==> src/rtl/cfgbank_pkg.sv <==
package cfgbank_pkg;
   typedef enum logic [1:0] {
      MODE_RO  = 2'd0,
      MODE_RW  = 2'd1,
      MODE_WO  = 2'd2,
      MODE_W1C = 2'd3
   } cfg_mode_e;
endpackage

==> src/rtl/cfgbank_field.sv <==
module cfgbank_field
   import cfgbank_pkg::*;
#(
   parameter int        AW     = 2,
   parameter int        DW     = 32,
   parameter int        WIDTH  = 1,
   parameter int        ADDR   = 0,
   parameter int        OFFSET = 0,
   parameter cfg_mode_e MODE   = MODE_RW,
   parameter logic [WIDTH-1:0] INIT = '0
) (
   input  logic             clk,
   input  logic             rst_n,
   input  logic             bus_we,
   input  logic [AW-1:0]    bus_waddr,
   input  logic [WIDTH-1:0] bus_bits,
   input  logic [AW-1:0]    bus_raddr,
   input  logic             loc_we,
   input  logic [WIDTH-1:0] loc_wdata,
   output logic [WIDTH-1:0] value,
   output logic [DW-1:0]    rd_contrib
);
   localparam logic [AW-1:0] MY_ADDR  = AW'(ADDR);
   localparam bit            READABLE = (MODE != MODE_WO);

   if (OFFSET + WIDTH > DW) begin : g_bad_span
      $error("field span exceeds data width");
   end
   if (ADDR >= (1 << AW)) begin : g_bad_addr
      $error("field address out of range");
   end

   logic             hit_w;
   logic             hit_r;
   logic [WIDTH-1:0] nxt;

   assign hit_w = bus_we && (bus_waddr == MY_ADDR);
   assign hit_r = (bus_raddr == MY_ADDR);

   if (MODE == MODE_RO) begin : g_ro
      assign nxt = loc_we ? loc_wdata : value;
   end else if (MODE == MODE_W1C) begin : g_w1c
      logic [WIDTH-1:0] clr_m;
      logic [WIDTH-1:0] set_m;
      assign clr_m = hit_w  ? bus_bits  : '0;
      assign set_m = loc_we ? loc_wdata : '0;
      assign nxt   = (value & ~clr_m) | set_m;


      set_wins_chk: assert property (@(posedge clk) disable iff (!rst_n)
         loc_we |=> ((value & $past(loc_wdata)) == $past(loc_wdata)));

      clear_chk: assert property (@(posedge clk) disable iff (!rst_n)
         (hit_w && !loc_we) |=> ((value & $past(bus_bits)) == '0));
   end else begin : g_rw
      assign nxt = hit_w ? bus_bits : (loc_we ? loc_wdata : value);


      bus_wins_chk: assert property (@(posedge clk) disable iff (!rst_n)
         hit_w |=> (value == $past(bus_bits)));
   end

   always_ff @(posedge clk or negedge rst_n) begin
      if (!rst_n) value <= INIT;
      else        value <= nxt;
   end

   assign rd_contrib = (READABLE && hit_r) ? (DW'(value) << OFFSET) : '0;


   no_hit_stable_chk: assert property (@(posedge clk) disable iff (!rst_n)
      (!hit_w && !loc_we) |=> $stable(value));
endmodule

==> src/rtl/cfgbank_rdmux.sv <==
module cfgbank_rdmux #(
   parameter int NF = 2,
   parameter int DW = 32
) (
   input  logic [NF-1:0][DW-1:0] parts,
   output logic [DW-1:0]         word
);
   always_comb begin
      word = '0;
      for (int i = 0; i < NF; i++) word = word | parts[i];
   end
endmodule

==> src/rtl/cfgbank_local.sv <==
module cfgbank_local #(
   parameter int CNT_W = 8
) (
   input  logic [CNT_W-1:0] count,
   input  logic             err_event,
   output logic             cnt_we,
   output logic [CNT_W-1:0] cnt_nxt,
   output logic             ones_we,
   output logic             err_we
);
   localparam logic [CNT_W-1:0] CNT_MAX = '1;

   assign cnt_we  = (count != CNT_MAX);
   assign cnt_nxt = count + CNT_W'(1);
   assign ones_we = (count == CNT_MAX);
   assign err_we  = err_event;
endmodule

==> src/rtl/cfg_reg_bank.sv <==
module cfg_reg_bank
   import cfgbank_pkg::*;
#(
   parameter int AW         = 2,
   parameter int DW         = 32,
   parameter int INIT_W     = 4,
   parameter int TZ_W       = 6,
   parameter int CNT_W      = 8,
   parameter int ADDR_KICK  = 0,
   parameter int ADDR_SETUP = 1,
   parameter int ADDR_STAT  = 2,
   parameter int OFF_INIT   = 0,
   parameter int OFF_TZ     = 4,
   parameter int OFF_CNT    = 16,
   parameter int OFF_ONES   = 0,
   parameter int OFF_ERR    = 1,
   parameter int OFF_KICK   = 0
) (
   input  logic              clk,
   input  logic              rst_n,
   input  logic              wr_en,
   input  logic [AW-1:0]     wr_addr,
   input  logic [DW-1:0]     wr_data,
   input  logic [AW-1:0]     rd_addr,
   output logic [DW-1:0]     rd_data,
   input  logic              err_event,
   output logic              kick_q,
   output logic [INIT_W-1:0] init_q,
   output logic [TZ_W-1:0]   tz_q,
   output logic [CNT_W-1:0]  count_q,
   output logic              ones_q,
   output logic              err_q
);
   localparam int NF = 6;
   localparam int F_KICK = 0, F_INIT = 1, F_TZ = 2, F_CNT = 3, F_ONES = 4, F_ERR = 5;
   localparam logic [CNT_W-1:0] CNT_MAX   = '1;
   localparam logic [AW-1:0]    SETUP_A   = AW'(ADDR_SETUP);
   localparam logic [AW-1:0]    UNMAPPED  = AW'(3);

   if (OFF_TZ < OFF_INIT + INIT_W || OFF_CNT < OFF_TZ + TZ_W) begin : g_overlap
      $error("setup fields overlap");
   end
   if (OFF_ONES == OFF_ERR) begin : g_flag_overlap
      $error("status flags overlap");
   end

   logic [NF-1:0][DW-1:0] parts;
   logic                  cnt_we, ones_we, err_we;
   logic [CNT_W-1:0]      cnt_nxt;
   wire                   unused_wdata = ^wr_data;

   cfgbank_local #(.CNT_W(CNT_W)) u_local (
      .count(count_q), .err_event(err_event),
      .cnt_we(cnt_we), .cnt_nxt(cnt_nxt), .ones_we(ones_we), .err_we(err_we)
   );

   cfgbank_field #(.AW(AW), .DW(DW), .WIDTH(1), .ADDR(ADDR_KICK), .OFFSET(OFF_KICK),
                   .MODE(MODE_WO), .INIT(1'b0)) u_kick (
      .clk(clk), .rst_n(rst_n), .bus_we(wr_en), .bus_waddr(wr_addr),
      .bus_bits(wr_data[OFF_KICK]), .bus_raddr(rd_addr),
      .loc_we(1'b0), .loc_wdata(1'b0), .value(kick_q), .rd_contrib(parts[F_KICK])
   );

   cfgbank_field #(.AW(AW), .DW(DW), .WIDTH(INIT_W), .ADDR(ADDR_SETUP), .OFFSET(OFF_INIT),
                   .MODE(MODE_RW), .INIT('0)) u_init (
      .clk(clk), .rst_n(rst_n), .bus_we(wr_en), .bus_waddr(wr_addr),
      .bus_bits(wr_data[OFF_INIT +: INIT_W]), .bus_raddr(rd_addr),
      .loc_we(1'b0), .loc_wdata('0), .value(init_q), .rd_contrib(parts[F_INIT])
   );

   cfgbank_field #(.AW(AW), .DW(DW), .WIDTH(TZ_W), .ADDR(ADDR_SETUP), .OFFSET(OFF_TZ),
                   .MODE(MODE_RW), .INIT('0)) u_tz (
      .clk(clk), .rst_n(rst_n), .bus_we(wr_en), .bus_waddr(wr_addr),
      .bus_bits(wr_data[OFF_TZ +: TZ_W]), .bus_raddr(rd_addr),
      .loc_we(1'b0), .loc_wdata('0), .value(tz_q), .rd_contrib(parts[F_TZ])
   );

   cfgbank_field #(.AW(AW), .DW(DW), .WIDTH(CNT_W), .ADDR(ADDR_SETUP), .OFFSET(OFF_CNT),
                   .MODE(MODE_RW), .INIT(CNT_W'(1))) u_cnt (
      .clk(clk), .rst_n(rst_n), .bus_we(wr_en), .bus_waddr(wr_addr),
      .bus_bits(wr_data[OFF_CNT +: CNT_W]), .bus_raddr(rd_addr),
      .loc_we(cnt_we), .loc_wdata(cnt_nxt), .value(count_q), .rd_contrib(parts[F_CNT])
   );

   cfgbank_field #(.AW(AW), .DW(DW), .WIDTH(1), .ADDR(ADDR_STAT), .OFFSET(OFF_ONES),
                   .MODE(MODE_W1C), .INIT(1'b0)) u_ones (
      .clk(clk), .rst_n(rst_n), .bus_we(wr_en), .bus_waddr(wr_addr),
      .bus_bits(wr_data[OFF_ONES]), .bus_raddr(rd_addr),
      .loc_we(ones_we), .loc_wdata(1'b1), .value(ones_q), .rd_contrib(parts[F_ONES])
   );

   cfgbank_field #(.AW(AW), .DW(DW), .WIDTH(1), .ADDR(ADDR_STAT), .OFFSET(OFF_ERR),
                   .MODE(MODE_W1C), .INIT(1'b0)) u_err (
      .clk(clk), .rst_n(rst_n), .bus_we(wr_en), .bus_waddr(wr_addr),
      .bus_bits(wr_data[OFF_ERR]), .bus_raddr(rd_addr),
      .loc_we(err_we), .loc_wdata(1'b1), .value(err_q), .rd_contrib(parts[F_ERR])
   );

   cfgbank_rdmux #(.NF(NF), .DW(DW)) u_rdmux (.parts(parts), .word(rd_data));


   cnt_sat_chk: assert property (@(posedge clk) disable iff (!rst_n)
      (count_q == CNT_MAX && !(wr_en && wr_addr == SETUP_A)) |=> (count_q == CNT_MAX));

   cnt_step_chk: assert property (@(posedge clk) disable iff (!rst_n)
      (count_q != CNT_MAX && !(wr_en && wr_addr == SETUP_A))
      |=> (count_q == CNT_W'($past(count_q) + CNT_W'(1))));

   ones_set_chk: assert property (@(posedge clk) disable iff (!rst_n)
      (count_q == CNT_MAX) |=> ones_q);

   unmapped_rd_chk: assert property (@(posedge clk) disable iff (!rst_n)
      (rd_addr == UNMAPPED) |-> (rd_data == '0));
endmodule

==> config.mk <==
export PLATFORM = sky130hd
export DESIGN_NAME = cfg_reg_bank
export DESIGN_NICKNAME = d
export VERILOG_FILES = /design/src/rtl/cfgbank_pkg.sv /design/src/rtl/cfgbank_field.sv /design/src/rtl/cfgbank_rdmux.sv /design/src/rtl/cfgbank_local.sv /design/src/rtl/cfg_reg_bank.sv
export SDC_FILE = /design/constraint.sdc
export NUM_CORES = 1
export LEC_CHECK = 0
export BUFFER_PORTS_ARGS = -buffer_cell sky130_fd_sc_hd__buf_2
export CORE_MARGIN = 8
export CORE_UTILIZATION = 25
export DETAILED_ROUTE_END_ITERATION = 6
export SLEW_MARGIN = 10
export SYNTH_ARGS = -nofsm -noshare
export SYNTH_HDL_FRONTEND = slang
export SYNTH_SLANG_ARGS = --single-unit
==> constraint.sdc <==
create_clock -name clk -period 2 [get_ports clk]
set_input_delay 0.2 -clock clk [delete_from_list [all_inputs] [get_ports clk]]
set_output_delay 0.2 -clock clk [all_outputs]
set_load 0.05 [all_outputs]
==> impl_metrics.yaml, run 1 <==
global_route:
  use_met2: 0.160
  grt_pass1_vias: 1151
  grt_max_degree: 22
  grt_usage: 0.0948
  gr-usage-met3: 0.0368
  antenna_found_initial: 0
  met1_usage: 0.109
  gr-total-overflow: 0
  busiest_layer: "met2"
  grt_pass1_wl_mm: 5.66
run:
  max-cap-violations: 0
floorplanning:
  ioPinCount: 93
  initial_core_util: 0.252
  die_area_sq_um: 7550
  die_y_microns: 86.9
  core.rowCount: 26
  core-area_sq_um: 4980
  die_x_microns: 86.9
clock_network:
  clockBufferDepth: 2
  cts_tree: "built"
  cts_made_buffers: 3
  cts_setup_buffers: 0
  cts_root_buf: "clkbuf_8"
  clkTransAtPathRegs_ns: 0.08
  insertion_delay_ns: 0.25
  htreeDepth: 1
  cts_sinks: 21
yosys:
  synth_area_sq_um: 1260
  yosys-top-cells-area: "dfrtp_1 (40%), nand2_1 (11%), buf_4 (8.4%)"
  synthCells: 143
  synth_compound_area_frac: 0.126
  avgSynthCellArea_sq_um: 8.78
  ys_seq_area_frac: 0.419
  synth-seq-cells: 21
  synth_top_family_by_area: "simple AND/OR/NAND/NOR gates"
  synth_edf_count: 0
  synth_adder_area_share: 0.00996
  yosysTopAreaCell: "dfrtp_1"
  yosys.cell_types.count: 38
  muxShareOfSynthArea: 0.00896
  synth_xor_area_frac: 0.00697
  synthArstFlopShare: 1.00
  netlist.area_leader.share: 0.398
  yosys_warnings: 0
  ys.flop_type: "dfrtp_1"
  synth-simple-area-share: 0.314
layout:
  final_cell_mix: "buf_2 (64), nand2_1 (37), dfrtp_1 (20)"
  final_common_cell: "buf_2"
  fill_cells: 552
  regArea_sq_um: 527
  diodes: 0
  stdcell_area_sq_um: 1650
  area_delta_synth_final_pct: 31.4
  drive_gt1_frac: 0.375
  final_nets: 250
  multi_input_area_sq_um: 638
timing:
  hold_violations: 0
  timing.final.crit_share: 0.829
  fin_setup_tns_ns: 0
  fin_crit_ns: 1.66
  final_max_slew_viol_count: 0
  rsz0062_at_grt: "false"
  setup_viol: 0
  fmax_ghz: 0.603
  skew_ns: 0.00151
critical_path:
  start_kind: "flop"
  r2r_cells: 4
  crit_fanout: 8
  rrSetupSlack_ns: 0.34
  worstPathRequired_ns: 2.13
  timing.rr.end: "u_cnt.value[6]"
  critPathCaptureType: "flop"
  reg2reg_from: "u_cnt.value[0]"
  critical_path_class: "flop to flop"
  worstPathArrival_ns: 1.79
detailed_routing:
  drc_errors: 0
  antenna_left: 0
  vias_per_cell: 4.15
  first_pass_iters: 4
  wl_per_cell_microns: 12.9
  finalWirelength_mm: 3.60
  dr.first_iter.drc_count: 45
  vias: 1155
worst_hold_path:
  hold_end: "u_err.value"
  worstHoldStart: "err_event"
  min_path_type: "primary input to flop"
  holdPathStages: 2
place:
  hpwl_mm: 2.85
  portBuffers: 64
  routabilityCongestion: 0.806
  dpl-instance-area_sq_um: 1600
pwr:
  max-vdd-ir-drop_uv: 392
  powerDensity_nw_per_um2: 1310
  leakage_nw: 0.882
status:
  outcome: "finished clean"
[timing repair]
| item | in CTS | in global routing |
|---|---|---|
| gates resized for setup | 0 | 0 |
| hold buffers | 1 | 0 |
| hold endpoints to repair | 20 | 0 |
[Yosys cell counts, types with 2 or more instances]
master / instances
a22o_1: 3
buf_4: 14
nand2_1: 37
and3_2: 2
and4_1: 3
and2_1: 15
buf_2: 4
nor2_1: 3
and3b_1: 2
o31ai_1: 2
a31oi_1: 2
dfrtp_1: 20
nand3_1: 4
nor2b_1: 2
o21ai_0: 3
a21oi_1: 5
[logic make-up (layout without fill, tap and decap cells)]
| kind of cell | after synthesis | in the layout |
|---|---|---|
| flops | 21 | 21 |
| mux | 1 | 1 |
| xor+xnor | 1 | 1 |
| buf+inv | 20 | 72 |
| compound gates | 22 | 22 |
| fa+ha+maj | 1 | 1 |
| simple gates | 76 | 76 |
| other cells | 1 | 14 |
[stage by stage]
step	worst slack [ns]	power [W]	std cells	utilization	hold slack, ns
after global routing	0.249	0.00230	278	0.332	0.113
final	0.341	0.00216	278	0.332	0.116
after detailed placement	0.356	0.00190	273	0.321	0.203
after global placement	0.372	0.00189	273	0.321	0.201
after floorplan	0.300	0.00163	156	-	-0.0956
after CTS	0.342	0.00219	278	0.332	0.113
[sequential cells by signal, indices dropped and copies added, names as in the netlist]
| register | cells |
|---|---|
| u_cnt.value | 8 |
| u_err.value | 1 |
| u_ones.value | 1 |
| u_tz.value | 6 |
| u_init.value | 4 |
| u_kick.value | 1 |
[worst max-delay path: stages, from the launching register on]
cell,delay [ns]
dfstp_2,0.58
ha_1,0.24
and4_1,0.39
and4b_1,0.26
o31ai_2,0.06
[worst max path at each step]
| stage | endpoint | cells after the start | slack [ns] | startpoint |
|---|---|---|---|---|
| finish | u_cnt.value[6] | 4 | 0.34 | u_cnt.value[0] |
| CTS | u_cnt.value[6] | 4 | 0.34 | u_cnt.value[0] |
| floorplan | u_cnt.value[5] | 5 | 0.30 | u_cnt.value[1] |
| global placement | u_cnt.value[6] | 4 | 0.37 | u_cnt.value[0] |
| global route | u_cnt.value[6] | 4 | 0.25 | u_cnt.value[0] |
| detailed placement | u_cnt.value[6] | 4 | 0.36 | u_cnt.value[0] |
[report_power, final]
part           internal, W  total (W)  switching [W]
Clock             0.000142   0.000278       0.000137
Sequential        0.000549   0.000721       0.000171
Combinational     0.000298    0.00117       0.000867
[layout make-up]
| class | count | area share |
|---|---|---|
| timing repair buffer | 68 | 0.214 |
| tap | 70 | 0.0531 |
| clock buffer | 4 | 0.0273 |
| sequential | 21 | 0.319 |
| multi-input combinational | 115 | 0.387 |
[layer usage]
metal,share of wire,vias to the layer above,wire [microns]
met5,0,-,0
met4,0.0047,0,17
met3,0.097,2,348
met2,0.47,40,1700
met1,0.43,525,1540
li1,-,588,-
Power figures use the tool's default switching activity.
==> inputs of run 2 (changes only) <==
--- a/config.mk
+++ b/config.mk
@@ -5,6 +5,7 @@
 export SDC_FILE = /design/constraint.sdc
 export NUM_CORES = 1
 export LEC_CHECK = 0
+export ABC_AREA = 1
 export BUFFER_PORTS_ARGS = -buffer_cell sky130_fd_sc_hd__buf_2
 export CORE_MARGIN = 8
 export CORE_UTILIZATION = 25
==> constraint.sdc (replaced) <==
create_clock -name clk -period 1.6 [get_ports clk]
set_input_delay 0.16 -clock clk [delete_from_list [all_inputs] [get_ports clk]]
set_output_delay 0.16 -clock clk [all_outputs]
set_load 0.05 [all_outputs]
==> run 2 against run 1 <==
  * Sequential cell count did not move
  * Routed wire length rose by 2.5%
  * Synthesized cell count increased by 24%
  * Highest routed layer unchanged
  * Largest power group unchanged
  * Global-route usage up 0.12 points
==> impl_metrics.yaml, run 2 <==
clock_network:
  cts_tree: "built"
  clkTransAtPathRegs_ns: 0.08
  cts_hold_buf: 1
  cts_sinks: 21
  cts_root_buf: "clkbuf_8"
  htreeDepth: 1
  cts_made_buffers: 3
  insertion_delay_ns: 0.26
  cts_setup_buffers: 0
  clockBufferDepth: 2
  ctsResizeCount: 0
layout:
  final_nets: 286
  diodes: 0
  top_register: "u_cnt.value"
  final_cell_mix: "buf_2 (64), nand2_1 (44), inv_1 (28)"
  drive_gt1_frac: 0.369
  largest_register_ffs: 8
  reg_top3: "u_cnt.value: 8 flops, u_tz.value: 6 flops, u_init.value: 4 flops"
  fill_cells: 583
  area_delta_synth_final_pct: 30.1
  final_common_cell: "buf_2"
  stdcell_area_sq_um: 1720
yosys:
  yosys_warnings: 0
  synth_area_sq_um: 1320
  synth_most_common_cell: "nand2_1"
  avgSynthCellArea_sq_um: 7.46
  synthArstFlopShare: 1.00
  yosys-top-cells-area: "dfrtp_1 (38%), nand2_1 (13%), buf_4 (8.0%)"
  synthTopCellsByCount: "nand2_1 (44), inv_1 (28), dfrtp_1 (20)"
  yosys.cell_types.count: 21
  synth-seq-cells: 21
  synth_edf_count: 0
  yosysTopAreaCell: "dfrtp_1"
  netlist.area_leader.share: 0.379
  ys.flop_type: "dfrtp_1"
  synthCells: 177
  ys_seq_area_frac: 0.399
timing:
  fin_crit_ns: 1.42
  skew_ns: 0.00567
  setup_viol: 0
  rsz0062_at_grt: "false"
  hold_violations: 0
  final_max_slew_viol_count: 0
  fin_setup_tns_ns: 0
  fmax_ghz: 0.703
  timing.final.crit_share: 0.889
critical_path:
  crit_fanout: 10
  worst_path_largest_cell_delay_ns: 0.56
  critPathTopFamily: "flip-flops"
  crit_chain: "ha_1 > nand2_2 > nor2_8 > nand3_4 > nand2_1 > o21ai_1"
  crit_slowest_cell: "dfstp_2"
  start_kind: "flop"
  critPathCaptureType: "flop"
  worstPathRequired_ns: 1.76
  cp.buffers_inverters: 0
  critical_path_class: "flop to flop"
  worstPathArrival_ns: 1.58
global_route:
  antenna_found_initial: 0
  grt_pass1_vias: 1303
  grt_usage: 0.0960
  grt_pass1_wl_mm: 5.92
  gr-total-overflow: 0
  grt_max_degree: 22
detailed_routing:
  first_pass_iters: 4
  vias_per_cell: 3.96
  dr.first_iter.drc_count: 29
  finalWirelength_mm: 3.69
  drc_errors: 0
  wl_per_cell_microns: 11.7
  vias: 1243
  antenna_left: 0
floorplanning:
  core.rowCount: 26
  die_x_microns: 88.7
  core-area_sq_um: 5110
  ioPinCount: 93
  die_y_microns: 88.7
  die_area_sq_um: 7870
  initial_core_util: 0.259
place:
  hpwl_mm: 2.96
  portBuffers: 64
  routabilityCongestion: 0.759
  dpl-instance-area_sq_um: 1660
worst_hold_path:
  min_path_type: "primary input to flop"
pwr:
  leakage_nw: 1.01
  powerDensity_nw_per_um2: 1510
  max-vdd-ir-drop_uv: 515
status:
  outcome: "finished clean"
run:
  max-cap-violations: 0
-- run 2: cell count changes after synthesis, moves of 5 or more --
cell,previous run,this run
a21oi_1,5,0
nand3_1,4,12
nand2_2,0,5
o21ai_1,0,10
and2_1,15,0
nor2_1,3,18
nand2_1,37,44
inv_1,0,28
o21ai_0,3,9
-- run 2: metal layers --
layer,GRT usage,part of all wire
met3,0.0232,0.089
met2,0.171,0.49
met4,0.0369,0.0092
met1,0.106,0.41
met5,0,0
-- run 2: worst paths after layout --
check	to	slack [ns]	startpoint	depth (start not counted)
min in group asynchronous	u_cnt.value[5]	0.38	rst_n	2
max reg2reg	u_cnt.value[1]	0.18	u_cnt.value[0]	6
max	u_cnt.value[1]	0.18	u_cnt.value[0]	6
min reg2reg	u_kick.value	0.49	u_kick.value	2
max in group asynchronous	u_cnt.value[0]	0.87	rst_n	2
min	u_err.value	0.1	err_event	3
-- run 2: stage by stage --
stage	std cells	hold slack (ns)	utilization	setup WS, ns	power [W]
floorplan	190	-0.136	-	0.00773	0.00196
global placement	309	0.161	0.326	0.195	0.00225
detailed placement	309	0.160	0.326	0.174	0.00227
CTS	314	0.0912	0.337	0.164	0.00263
global route	314	0.0921	0.337	0.0714	0.00277
finish	314	0.0971	0.337	0.178	0.00259
-- run 2: layout make-up --
class | count | area [sq um] | area share
clock inverter | 1 | 5.00 | 0.00291
sequential | 21 | 527 | 0.306
inverter | 28 | 105 | 0.0611
timing repair buffer | 69 | 360 | 0.210
tap | 70 | 87.6 | 0.0509
multi-input combinational | 122 | 593 | 0.345
clock buffer | 3 | 41.3 | 0.0240
-- run 2: cell families after synthesis --
group | count (synthesis) | synth area share
and+or+nand+nor | 88 | 0.320
buffers and inverters | 47 | 0.197
DFF | 21 | 0.399
AOI/OAI and AO/OA | 19 | 0.0720
adders and majority gates | 1 | 0.00947
other | 1 | 0.00284
-- run 2: worst reg2reg max path: stages (launching register included) --
cell and delay, ns:
dfstp_2 0.56, ha_1 0.18, nand2_2 0.11, nor2_8 0.17, nand3_4 0.15, nand2_1 0.10
o21ai_1 0.06
-- run 2: where the power goes --
part | leakage [nW] | switching [W] | internal (W)
combinational | 0.728 | 0.00112 | 0.000325
clock | 0.0255 | 0.000176 | 0.000173
sequential | 0.253 | 0.000123 | 0.000672
